`src/rtl/ced_pkg.sv`:
```
`timescale 1ns/1ps
package ced_pkg;
  typedef enum logic [1:0] {
    SEQ_IDLE = 2'd0,
    SEQ_RUN  = 2'd1,
    SEQ_DONE = 2'd2
  } seq_state_t;
endpackage

```
`src/rtl/ced_test_seq.sv`:
```
`timescale 1ns/1ps
module ced_test_seq
  import ced_pkg::*;
#(
  parameter int N_ASRT = 4
) (
  input  logic              clk,
  input  logic              rst_n,
  input  logic              test_start,
  input  logic [N_ASRT-1:0] viol,
  output logic              force_en,
  output logic [N_ASRT-1:0] force_sel,
  output logic              test_done,
  output logic              test_fail
);
  localparam int SEL_W = (N_ASRT > 1) ? $clog2(N_ASRT) : 1;
  localparam logic [SEL_W-1:0] LAST = SEL_W'(N_ASRT - 1);

  seq_state_t       state_q, state_d;
  logic [SEL_W-1:0] idx_q, idx_d;
  logic             fail_q, fail_d;
  logic             done_q, done_d;
  logic             step_en;

  for (genvar i = 0; i < N_ASRT; i++) begin : g_sel
    localparam logic [SEL_W-1:0] POS = SEL_W'(i);
    assign force_sel[i] = force_en & (idx_q == POS);
  end

  always_comb begin
    force_en = (state_q == SEQ_RUN);
    state_d  = state_q;
    idx_d    = idx_q;
    fail_d   = fail_q;
    done_d   = done_q;
    step_en  = 1'b0;
    case (state_q)
      SEQ_RUN: begin
        step_en = 1'b1;
        if (viol != force_sel) fail_d = 1'b1;
        if (idx_q == LAST) begin
          state_d = SEQ_DONE;
          done_d  = 1'b1;
        end else begin
          idx_d = idx_q + SEL_W'(1);
        end
      end
      default: begin
        if (test_start) begin
          step_en = 1'b1;
          state_d = SEQ_RUN;
          idx_d   = '0;
          fail_d  = 1'b0;
          done_d  = 1'b0;
        end
      end
    endcase
  end

  always_ff @(posedge clk or negedge rst_n) begin
    if (!rst_n) begin
      state_q <= SEQ_IDLE;
      idx_q   <= '0;
      fail_q  <= 1'b0;
      done_q  <= 1'b0;
    end else if (step_en) begin
      state_q <= state_d;
      idx_q   <= idx_d;
      fail_q  <= fail_d;
      done_q  <= done_d;
    end
  end

  assign test_done = done_q;
  assign test_fail = fail_q;
endmodule

```
`config.mk`:
```
export PLATFORM = sky130hd
export DESIGN_NAME = ced_test_seq
export DESIGN_NICKNAME = d
export VERILOG_FILES = /design/src/rtl/ced_pkg.sv /design/src/rtl/ced_test_seq.sv
export SDC_FILE = /design/constraint.sdc
export NUM_CORES = 1
export LEC_CHECK = 0
export ABC_AREA = 1
export BUFFER_PORTS_ARGS = -buffer_cell sky130_fd_sc_hd__buf_2
export CORE_AREA = 4 4 41 43
export CTS_BUF_LIST = sky130_fd_sc_hd__clkbuf_8 sky130_fd_sc_hd__clkbuf_16
export DETAILED_ROUTE_END_ITERATION = 16
export DIE_AREA = 0 0 45 47
export PLACE_DENSITY = 0.49
export SLEW_MARGIN = 30
export SYNTH_ARGS = -nofsm -noshare
export SYNTH_HDL_FRONTEND = slang
export SYNTH_SLANG_ARGS = --single-unit
```
`constraint.sdc`:
```
create_clock -name clk -period 1.2 [get_ports clk]
set_clock_uncertainty 0.2 [all_clocks]
set_input_delay 0.06 -clock clk [delete_from_list [all_inputs] [get_ports clk]]
set_output_delay 0.06 -clock clk [all_outputs]
set_load 0.01 [all_outputs]
```
==> metrics.md, run 1 <==
| Metric | Value |
|---|---|
| Initial Utilization | `0.288` |
| Final #Nets | `104` |
| DIE AREA | `between 2000 and 2500 um2` |
| Kind of cell adding the most delay to the critical path | `flip-flops` |
| Final worst path period share | `1.28` |
| Placed Area | `around 530 um2` |
| Final min period | `approximately 1.5 ns` |
| Register bit total from synthesis | `5` |
| Post-synthesis average cell area | `slightly below 7 um2` |
| Clock sink count | `5` |
| Routed wl met3 | `about 26 um` |
| RSZ-0062 raised after global routing | `yes` |
| Core Rows | `13` |
| Slowest CP cell | `dfrtp_2` |
| Fraction of registers with async set/reset | `1.00` |
| Clock latency on the worst-skew pair | `0.22 ns` |
| Area share of the largest cell type after synthesis | `0.334` |
| Leak | `between 0.0004 and 0.0005 uW` |
| Routed len/inst | `between 10 and 15 um` |
| Hold Crit Class | `input pin to asynchronous set/reset pin` |
| Critical path class | `flop to output port` |
| Sequential fraction of the synthesis area | `0.334` |
| Uppermost layer routed | `met4` |
| Max Clk Rate | `~650 MHz` |
| WP buf/inv | `4` |
| Hold Vio Cnt, Final | `5` |
| Ys flop type | `dfrtp_1` |
| Fill count | `100` |
| Syn Inst Count | `54` |
| First-pass GRT wire length | `approximately 1700 um` |
| PnR worst setup slack | `-0.332 ns` |
| Clock Pin Slew Worst Setup and Hold Paths | `~0.030 ns` |
| Synth cell types | `11` |
| Cell area after layout | `about 870 um2` |
| CTS tree | `built` |
| Crit path DAT | `about 1.3 ns` |
| Headroom to the max-slew limit | `0.857` |
| Antenna Cells | `0` |
| # IOs | `14` |
| Syn Nets | `65` |
| Die W | `45 um` |
| Total grt overflow | `0` |
| Met2 wire length | `approximately 610 um` |
| Setup violations, final | `10` |
| Top cells by count, synth | `14 x nand2_1, 12 x inv_1, 9 x nand3_1` |
| Final core utilization | `0.666` |
| Least-Margin Pin Slew | `between 0.2 and 0.25 ns` |
| Top-count cell post-synth | `nand2_1` |
| Number of global-route vias before repair | `about 420` |
| Outcome | `finished with violations` |
| Synth top area cells | `dfrtp_1 33%, nand2_1 14%, ha_1 13%` |
| Drt pass-1 iters | `2` |
| Routed metal-1 wire length | `483 um` |
| Initial antenna violation count | `0` |
| Final ANT Viol Nets | `0` |
| Die height | `between 40 and 50 um` |
| Synthesis-to-finish area growth | `132%` |
| Crit-path cells | `buf_12 > ha_4 > nand3_4 > buf_6 > inv_2 > buf_6` |
| Largest net degree at the start of global routing | `8` |
| Data required, critical path | `0.94 ns` |
| Slowest Stage Delay on Critical Path | `roughly 0.46 ns` |
| Register area | `around 130 um2` |
| Final HPWL DP | `approximately 670 um` |
| Area leader, netlist | `dfrtp_1` |
| H-tree depth | `1` |
| CP dominant cell by count | `buf_6` |
| Cts bufs inserted | `3` |
| Iter 0 DRT Violations | `2` |
| Root Driver | `clkbuf_8` |
| All-layer global routing usage | `0.111` |
| DRC | `0` |
| Post-place setup slack | `-0.287 ns` |
| Power density over the cells | `roughly 2700 nW/um2` |
| Total Routed Length | `about 1100 um` |
| Number of synthesized flops with an enable pin | `0` |
| Total vias in the final route | `461` |
| Port-buffer cells | `13` |
| Violated checks | `negative hold slack, negative setup slack` |
| Core area | `between 1000 and 1500 um2` |
| Max Cap Viol | `0` |
| Drt via density | `4.31` |
| Count of pins over their slew limit | `0` |
| Max Root-Sink Buffers | `2` |
| Crit end category | `output port` |
| Netlist Area Pre-Place | `374 um2` |
| Startpoint types | `flop` |
| Warnings, synthesis | `0` |
| Ratio of cells with drive above 1 in the final layout | `0.674` |
| Area occupied by multi-input gates | `between 300 and 400 um2` |
| Largest fanout on the critical path | `4` |
| Worst vdd ir | `1.28 mV` |
| Setup TNS | `-2.40 ns` |
| Hold Worst Slack | `-0.0212 ns` |
| RD Place Congestion | `0.689` |
==> registers in the layout, summed over array words and instances, names as in the netlist <==
register / flops
test_fail: 1
idx_q: 2
state_q: 2
==> routing by layer <==
metal	vias up	track usage
li1	242	-
met1	209	0.132
met2	8	0.181
met3	2	0.0153
met4	0	0.0877
met5	-	0
==> metrics by stage <==
stage               power (uW)  cells
finish                    2320    107
global route              2490    107
CTS                       1820    103
detailed placement        1180     92
global placement          1180     92
floorplan                  772     54
==> power by group <==
group | switching [uW] | leakage (uW) | internal [uW] | total, uW
sequential | 127 | 0.0000540 | 254 | 381
combinational | 700 | 0.000363 | 946 | 1650
clock | 74.8 | 0.0000269 | 219 | 293
total | 902 | 0.000443 | 1420 | 2320
==> kinds of logic (layout without fill, tap and decap cells) <==
group	after synthesis	after routing	synth area share
fa+ha+maj	4	4	0.134
simple gates	28	28	0.348
buf+inv	13	51	0.130
compound gates	4	4	0.0535
flops	5	5	0.334
==> worst paths after layout <==
kind / start / end / slack [ns] / cells past startpoint
max: idx_q[0] / force_sel[1] / -0.33 / 6
min: rst_n / state_q[1] / -0.02 / 2
max reg2reg: idx_q[1] / test_fail / -0.29 / 8
min reg2reg: test_fail / test_fail / 0.28 / 2
max in group asynchronous: rst_n / idx_q[0] / 0.68 / 2
min in group clk: viol[0] / test_fail / 0.04 / 7
==> cell usage in the layout, fill, tap and decap left out, drive strengths merged <==
cell type    instances
buf                 32
clkbuf               3
dfrtp                5
dlygate4sd3          2
ha                   4
inv                 14
nand2               14
nand3                9
nand3b               1
nand4                1
nor2                 3
o21ai                4
==> cell type report <==
| cell class | count | share of cell area |
|---|---|---|
| tap | 15 | 0.0216 |
| clock buffer | 3 | 0.0476 |
| multi-input combinational | 36 | 0.364 |
| sequential | 5 | 0.149 |
| clock inverter | 1 | 0.00433 |
| timing repair buffer | 34 | 0.352 |
| inverter | 13 | 0.0620 |
==> timing repair <==
item / 4_1_cts / 5_1_grt
setup buffers: 4 / 5
pin swaps: 4 / 8
gates resized for setup: 22 / 29
setup endpoints to repair: 10 / 15
endpoints found under the hold margin: 7 / 0
hold buffers: 3 / 0
gates cloned: 0 / 0
No activity file was read; power rests on OpenSTA's default activity.
==> run 2, diff against run 1 <==
--- a/config.mk
+++ b/config.mk
@@ -6,12 +6,12 @@
 export NUM_CORES = 1
 export LEC_CHECK = 0
 export ABC_AREA = 1
-export BUFFER_PORTS_ARGS = -buffer_cell sky130_fd_sc_hd__buf_2
 export CORE_AREA = 4 4 41 43
 export CTS_BUF_LIST = sky130_fd_sc_hd__clkbuf_8 sky130_fd_sc_hd__clkbuf_16
 export DETAILED_ROUTE_END_ITERATION = 16
 export DIE_AREA = 0 0 45 47
-export PLACE_DENSITY = 0.49
+export DONT_BUFFER_PORTS = 1
+export PLACE_DENSITY = 0.4
 export SLEW_MARGIN = 30
 export SYNTH_ARGS = -nofsm -noshare
 export SYNTH_HDL_FRONTEND = slang
==> run 2 against run 1 <==
The flow still finishes with violations (negative hold slack, negative setup slack). Flip-flop and latch count is the same. Power fell by 20%. Final cell count shrank 10%. Combinational power is 25% lower. Fmax rose by 6.4%. Setup slack improved by 0.093 ns. Sequential share of layout area up 2.6 points. Count of clock-buffer cells in the layout stayed put. Cell area down 16%. Global-route usage decreased by 0.82 points. Via count is 10% lower. Core utilization shrank 10 points.
==> metrics.md, run 2 (synthesized netlist as in run 1, its figures left out) <==
| Metric | Value |
|---|---|
| Fill count | `130 (+30%)` |
| Outcome | `finished with violations` |
| Hold Crit Class | `input pin to flop` |
| Slowest Stage Delay on Critical Path | `0.41 ns (-0.05 ns)` |
| DRC | `0 (unchanged)` |
| Core Rows | `13 (unchanged)` |
| Worst Hold Depth | `6` |
| Synthesis-to-finish area growth | `95.7%` |
| CTS tree | `built` |
| Largest net degree at the start of global routing | `7 (-1)` |
| First-pass GRT wire length | `1500 um (-10%)` |
| WP buf/inv | `1 (-3)` |
| RSZ-0062 raised after global routing | `yes` |
| Max Cap Viol | `0 (unchanged)` |
| CP dominant cell by count | `nand2_1` |
| Die W | `45 um (unchanged)` |
| Critical path class | `flop to flop` |
| Sequential share of power | `0.182 (+0.018)` |
| Hold Vio Cnt, Final | `1 (-4)` |
| CP Depth | `9 (+3)` |
| Die height | `47 um (unchanged)` |
| Cts bufs inserted | `3 (unchanged)` |
| Drt via density | `4.32 (+0.34%)` |
| Setup violations, final | `10 (unchanged)` |
| Ratio of cells with drive above 1 in the final layout | `0.481 (-0.192)` |
| H-tree depth | `1 (unchanged)` |
| Initial antenna violation count | `0 (unchanged)` |
| Clock Pin Slew Worst Setup and Hold Paths | `0.03 ns (about the same)` |
| Final #Nets | `93 (-11%)` |
| Power share of the clock group | `0.158 (+0.032)` |
| Final worst path period share | `1.20 (-0.0773)` |
| Max Root-Sink Buffers | `2 (unchanged)` |
| Port-buffer cells | `0 (-13)` |
| Hold Worst Slack | `-0.0459 ns (-0.0247 ns)` |
| Largest fanout on the critical path | `4 (unchanged)` |
| Core area | `1300 um2 (unchanged)` |
| Total Routed Length | `998 um (-12%)` |
| Crit end category | `flop` |
| FF-to-FF path depth | `9 (+1)` |
| Headroom to the max-slew limit | `0.848 (-0.00912)` |
| Worst vdd ir | `1.40 mV (+9.8%)` |
| All-layer global routing usage | `0.103 (-0.00819)` |
| Commonest non-fill, non-tap cells in the layout | `14 x nand2_1, 9 x buf_4, 8 x buf_6` |
| Switching Fraction | `0.402 (+0.0130)` |
| Slowest CP cell | `dfrtp_1` |
| PnR worst setup slack | `-0.240 ns (+0.0927 ns)` |
| RD Place Congestion | `0.701 (+1.7%)` |
| Root Driver | `clkbuf_8` |
| Final ANT Viol Nets | `0 (unchanged)` |
| Power density over the cells | `2540 nW/um2 (-5.1%)` |
| Psw | `747 uW (-17%)` |
| Final min period | `1.44 ns (-0.0927 ns)` |
| Clock sink count | `5 (unchanged)` |
| Power Internal | `1110 uW (-22%)` |
| Total grt overflow | `0 (unchanged)` |
| Antenna Cells | `0 (unchanged)` |
| Iter 0 DRT Violations | `3 (+1)` |
| Leak | `0.000377 uW (-15%)` |
| Logic pwr share | `0.660 (-0.049)` |
| Violated checks | `negative hold slack, negative setup slack` |
| Crit path DAT | `1.35 ns (+0.08 ns)` |
| DIE AREA | `2120 um2 (unchanged)` |
| Total power | `1860 uW (-20%)` |
| Drt pass-1 iters | `4 (+2)` |
| Data required, critical path | `1.11 ns (+0.17 ns)` |
| Initial Utilization | `0.288 (unchanged)` |
| Clock latency on the worst-skew pair | `0.22 ns (about the same)` |
| Count of pins over their slew limit | `0 (unchanged)` |
| Number of global-route vias before repair | `411 (-2.8%)` |
| Routed len/inst | `10.4 um (-2.3%)` |
| Most common cell after layout, fill and taps aside | `nand2_1` |
| Least-Margin Pin Slew | `0.228 ns (+0.0137 ns)` |
| Total vias in the final route | `415 (-10%)` |
| Crit-path cells | `inv_2 > ha_4 > nand3_2 > nand2_1 > nand2_1 > nor2_1 > nand2_1 > nand2_1 > nand2_1` |
| Startpoint types | `flop` |
| Final HPWL DP | `684 um (+2.0%)` |
| Max Clk Rate | `695 MHz (+6.4%)` |
| Kind of cell adding the most delay to the critical path | `simple AND/OR/NAND/NOR gates` |
| # IOs | `14 (unchanged)` |
## run 2: cell types whose count changed in the layout (fill, tap and decap cells not counted), moves of 2 or more
cell / change
nand2_2: -2
buf_6: -6
inv_1: +2
nand3_4: -3
nand2_1: +2
inv_2: -4
dlygate4sd3_1: +4
nand3_1: +2
o21ai_0: +2
buf_2: -8
inv_4: +2
## run 2: stage by stage
step / cells / utilization / worst slack (ns) / TNS [ns] / area [um2]
floorplan: 54 / - / -0.150 / -0.171 / 374
global route: 96 / 0.563 / -0.377 / -2.31 / 732
global placement: 80 / 0.365 / -0.275 / -0.859 / 475
finish: 96 / 0.563 / -0.240 / -1.61 / 732
detailed placement: 80 / 0.365 / -0.264 / -0.814 / 475
CTS: 94 / 0.531 / -0.255 / -1.91 / 691
## run 2: layout make-up
| type | count | area, um2 | share of cell area |
|---|---|---|---|
| multi-input cells | 36 | 264 | 0.361 |
| repair buffers | 23 | 218 | 0.297 |
| flip-flops and latches | 5 | 128 | 0.174 |
| inverters | 13 | 58.8 | 0.0803 |
| clock buffers | 3 | 41.3 | 0.0564 |
| well taps | 15 | 18.8 | 0.0256 |
| clock inverters | 1 | 3.75 | 0.00513 |
## run 2: layer usage
layer / GRT usage / vias up / wire length [um]
met5: 0 / - / 0
met4: 0.0877 / 0 / 0
met3: 0.0421 / 0 / 68
met2: 0.169 / 11 / 542
met1: 0.101 / 183 / 387
li1: - / 221 / -
## run 2: worst register-to-register path, cell delays in order, from the launching register on
cell and delay, ns:
dfrtp_1 0.41, inv_2 0.12, ha_4 0.14, nand3_2 0.08, nand2_1 0.07, nand2_1 0.05
nor2_1 0.09, nand2_1 0.06, nand2_1 0.05, nand2_1 0.05
## run 2: power groups by stage
| stage | clock network [uW] | logic (uW) | registers, uW |
|---|---|---|---|
| after global routing | 321 | 1360 | 351 |
| final | 294 | 1230 | 338 |
| after floorplan | 0 | 444 | 329 |
| after detailed placement | 0 | 784 | 331 |
| after CTS | 307 | 1100 | 345 |
| after global placement | 0 | 779 | 332 |
## run 2: what timing repair did
item                       in CTS  in global routing
pin swaps                       4                  4
hold buffers                    6                  0
setup endpoints to repair      10                 10
hold endpoints to repair       10                  0
resized for setup              25                  9
gates cloned                    0                  0
buffers inserted                4                  3
## run 2: worst paths after layout
path / slack [ns] / start / end
setup reg to reg: -0.24 / idx_q[1] / test_fail
min in group asynchronous: 0.46 / rst_n / state_q[1]
hold / removal: -0.05 / viol[3] / test_fail
hold reg to reg: 0.34 / state_q[0] / state_q[0]
max in group asynchronous: 0.14 / rst_n / idx_q[0]
setup / recovery: -0.24 / idx_q[1] / test_fail
==> run 3, diff against run 2 <==
--- a/config.mk
+++ b/config.mk
@@ -5,13 +5,14 @@
 export SDC_FILE = /design/constraint.sdc
 export NUM_CORES = 1
 export LEC_CHECK = 0
-export ABC_AREA = 1
+export ABC_AREA = 0
 export CORE_AREA = 4 4 41 43
 export CTS_BUF_LIST = sky130_fd_sc_hd__clkbuf_8 sky130_fd_sc_hd__clkbuf_16
 export DETAILED_ROUTE_END_ITERATION = 16
 export DIE_AREA = 0 0 45 47
 export DONT_BUFFER_PORTS = 1
-export PLACE_DENSITY = 0.4
+export PLACE_DENSITY = 0.38
+export SETUP_SLACK_MARGIN = 0.3
 export SLEW_MARGIN = 30
 export SYNTH_ARGS = -nofsm -noshare
 export SYNTH_HDL_FRONTEND = slang
==> run 3 against run 2 <==
Fmax fell by 7.6%. Non-clock buffer count shrank 11. Cell area fell by 24%. Sequential share of layout area grew 5.7 points. Via count shrank 35%. Global-route usage fell by 1.3 points. Area after synthesis decreased by 6.7%. First-iteration DRC count shrank 67%. Synthesized cell count fell by 39%. Power decreased by 9.0%. The flow still finishes with violations (negative hold slack, negative setup slack). Register-to-register slack worse by 0.12 ns.
==> metrics.md, run 3 <==
| Metric | Value |
|---|---|
| Outcome | `finished with violations` |
| Violated checks | `negative hold slack, negative setup slack` |
| Syn Inst Count | `33 (-39%)` |
| Worst vdd ir | `1.25 mV (-11%)` |
| Routed metal-1 wire length | `332 um (-14%)` |
| Core Rows | `13 (unchanged)` |
| Synth top area cells | `dfrtp_1 36%, ha_1 14%, xor2_1 10%` |
| Drt via density | `4.25 (-1.6%)` |
| Post-synthesis average cell area | `10.6 um2 (+53%)` |
| Hold Crit Class | `input pin to asynchronous set/reset pin` |
| PnR worst setup slack | `-0.357 ns (-0.118 ns)` |
| Drt pass-1 iters | `2 (-2)` |
| Crit path DAT | `1.30 ns (-0.05 ns)` |
| Root Driver | `clkbuf_8` |
| Final core utilization | `0.429 (-0.134)` |
| Clock Pin Slew Worst Setup and Hold Paths | `0.04 ns (about the same)` |
| Final HPWL DP | `566 um (-17%)` |
| Leak | `0.000278 uW (-26%)` |
| Hold Vio Cnt, Final | `6 (+5)` |
| Met2 wire length | `320 um (-41%)` |
| Antenna Cells | `0 (unchanged)` |
| Least-Margin Pin Slew | `0.237 ns (+0.00858 ns)` |
| All-layer global routing usage | `0.0905 (-0.0126)` |
| Headroom to the max-slew limit | `0.841 (-0.00728)` |
| Uppermost layer routed | `met4` |
| Hold-fix buffers, CTS | `2 (-4)` |
| Initial antenna violation count | `0 (unchanged)` |
| First-pass GRT wire length | `1290 um (-14%)` |
| Setup violations, final | `9 (-1)` |
| Fill count | `141 (+8.5%)` |
| Final ANT Viol Nets | `0 (unchanged)` |
| Startpoint types | `flop` |
| Data required, critical path | `0.94 ns (-0.17 ns)` |
| Cts bufs inserted | `3 (unchanged)` |
| Die height | `47 um (unchanged)` |
| Max Root-Sink Buffers | `2 (unchanged)` |
| Largest net degree at the start of global routing | `7 (unchanged)` |
| Netlist Area Pre-Place | `349 um2 (-6.7%)` |
| Core area | `1300 um2 (unchanged)` |
| Initial Utilization | `0.268 (-0.0192)` |
| Max Cap Viol | `0 (unchanged)` |
| Number of synthesized flops with an enable pin | `0 (unchanged)` |
| Final min period | `1.56 ns (+0.118 ns)` |
| Commonest non-fill, non-tap cells in the layout | `5 x buf_6, 5 x buf_4, 4 x xor2_1` |
| Clock latency on the worst-skew pair | `0.22 ns (about the same)` |
| Routed len/inst | `12.0 um (+16%)` |
| Warnings, synthesis | `0 (unchanged)` |
| Max Clk Rate | `642 MHz (-7.6%)` |
| Area share of the largest cell type after synthesis | `0.358 (+0.0240)` |
| Sequential fraction of the synthesis area | `0.358 (+0.0240)` |
| DIE AREA | `2120 um2 (unchanged)` |
| DRC | `0 (unchanged)` |
| Ys flop type | `dfrtp_1` |
| Port-buffer cells | `0 (unchanged)` |
| Register bit total from synthesis | `5 (unchanged)` |
| CTS tree | `built` |
| Final worst path period share | `1.30 (+0.0981)` |
| Top-count cell post-synth | `dfrtp_1` |
| Top cells by count, synth | `5 x dfrtp_1, 4 x ha_1, 4 x inv_1, 4 x xor2_1, 3 x and2_1` |
| Number of global-route vias before repair | `322 (-22%)` |
| RSZ-0062 raised after global routing | `yes` |
| Ratio of cells with drive above 1 in the final layout | `0.625 (+0.144)` |
| Routed wl met3 | `80 um (+18%)` |
| Synth cell types | `16 (+5)` |
| Clock sink count | `5 (unchanged)` |
| Total grt overflow | `0 (unchanged)` |
| Total vias in the final route | `268 (-35%)` |
| # IOs | `14 (unchanged)` |
| H-tree depth | `1 (unchanged)` |
| Final #Nets | `60 (-35%)` |
| Synthesis-to-finish area growth | `59.9%` |
| Hold Worst Slack | `-0.0655 ns (-0.0196 ns)` |
| Count of pins over their slew limit | `0 (unchanged)` |
| Syn Nets | `44 (-32%)` |
| Power density over the cells | `3030 nW/um2 (+19%)` |
| Die W | `45 um (unchanged)` |
| Critical path class | `flop to output port` |
| Fraction of registers with async set/reset | `1.00 (unchanged)` |
| RD Place Congestion | `0.693 (-1.1%)` |
| Area leader, netlist | `dfrtp_1` |
| Iter 0 DRT Violations | `1 (-2)` |
| Largest fanout on the critical path | `4 (unchanged)` |
| Crit end category | `output port` |
| Total Routed Length | `758 um (-24%)` |
-- run 3: cell families after synthesis --
family / Yosys count / share of synthesized area
muxes: 1 / 0.0323
DFF: 5 / 0.358
xor gates and xnor gates: 4 / 0.100
adders and majority gates: 4 / 0.143
and+or+nand+nor: 9 / 0.186
AOI/OAI and AO/OA: 5 / 0.104
buffers and inverters: 5 / 0.0753
-- run 3: layout make-up --
| cell class | count | area, um2 | share of cell area |
|---|---|---|---|
| flip-flops and latches | 5 | 129 | 0.231 |
| clock inverters | 1 | 3.75 | 0.00673 |
| repair buffers | 12 | 114 | 0.204 |
| multi-input cells | 23 | 236 | 0.424 |
| clock buffers | 3 | 41.3 | 0.0740 |
| inverters | 4 | 15.0 | 0.0269 |
| well taps | 15 | 18.8 | 0.0336 |
-- run 3: per-layer routing --
layer | global-route usage | up-vias
li1 | - | 134
met1 | 0.0991 | 118
met2 | 0.138 | 14
met3 | 0.0268 | 2
met4 | 0.0877 | 0
met5 | 0 | -
-- run 3: final timing paths --
check | start | to | slack (ns) | cells after the start
setup / recovery | idx_q[0] | force_sel[3] | -0.36 | 6
hold / removal | rst_n | state_q[0] | -0.07 | 1
setup reg to reg | idx_q[0] | test_fail | -0.36 | 5
hold reg to reg | state_q[0] | state_q[0] | 0.34 | 2
max in group asynchronous | rst_n | state_q[1] | 0.65 | 1
min in group clk | viol[3] | test_fail | -0.04 | 3
-- run 3: per-stage QoR --
stage	instances	TNS, ns	setup slack (ns)	total power, uW	area, um2
3_5_place_dp	52	-1.75	-0.413	1090	405
2_1_floorplan	33	-0.607	-0.258	918	360
4_1_cts	61	-2.13	-0.369	1670	539
6_report	63	-2.06	-0.357	1690	558
5_1_grt	63	-2.69	-0.432	1850	558
3_3_place_gp	52	-1.70	-0.398	1080	405
-- run 3: critical path, stage by stage, from the launching register on --
cell and delay [ns]:
dfrtp_2 0.44, ha_4 0.18, buf_6 0.11, nand3b_1 0.09, buf_4 0.11, inv_2 0.04, buf_6 0.11
-- run 3: where the power goes --
part	internal (uW)	switching, uW
Sequential	260	102
Clock	220	86.5
Combinational	612	412
Total	1090	601
-- run 3: what timing repair did --
action                     in CTS  in global routing
resized for setup              13                  1
pin swaps                       3                  1
hold endpoints to repair       10                  6
setup endpoints to repair      11                 12
setup buffers                   3                  2
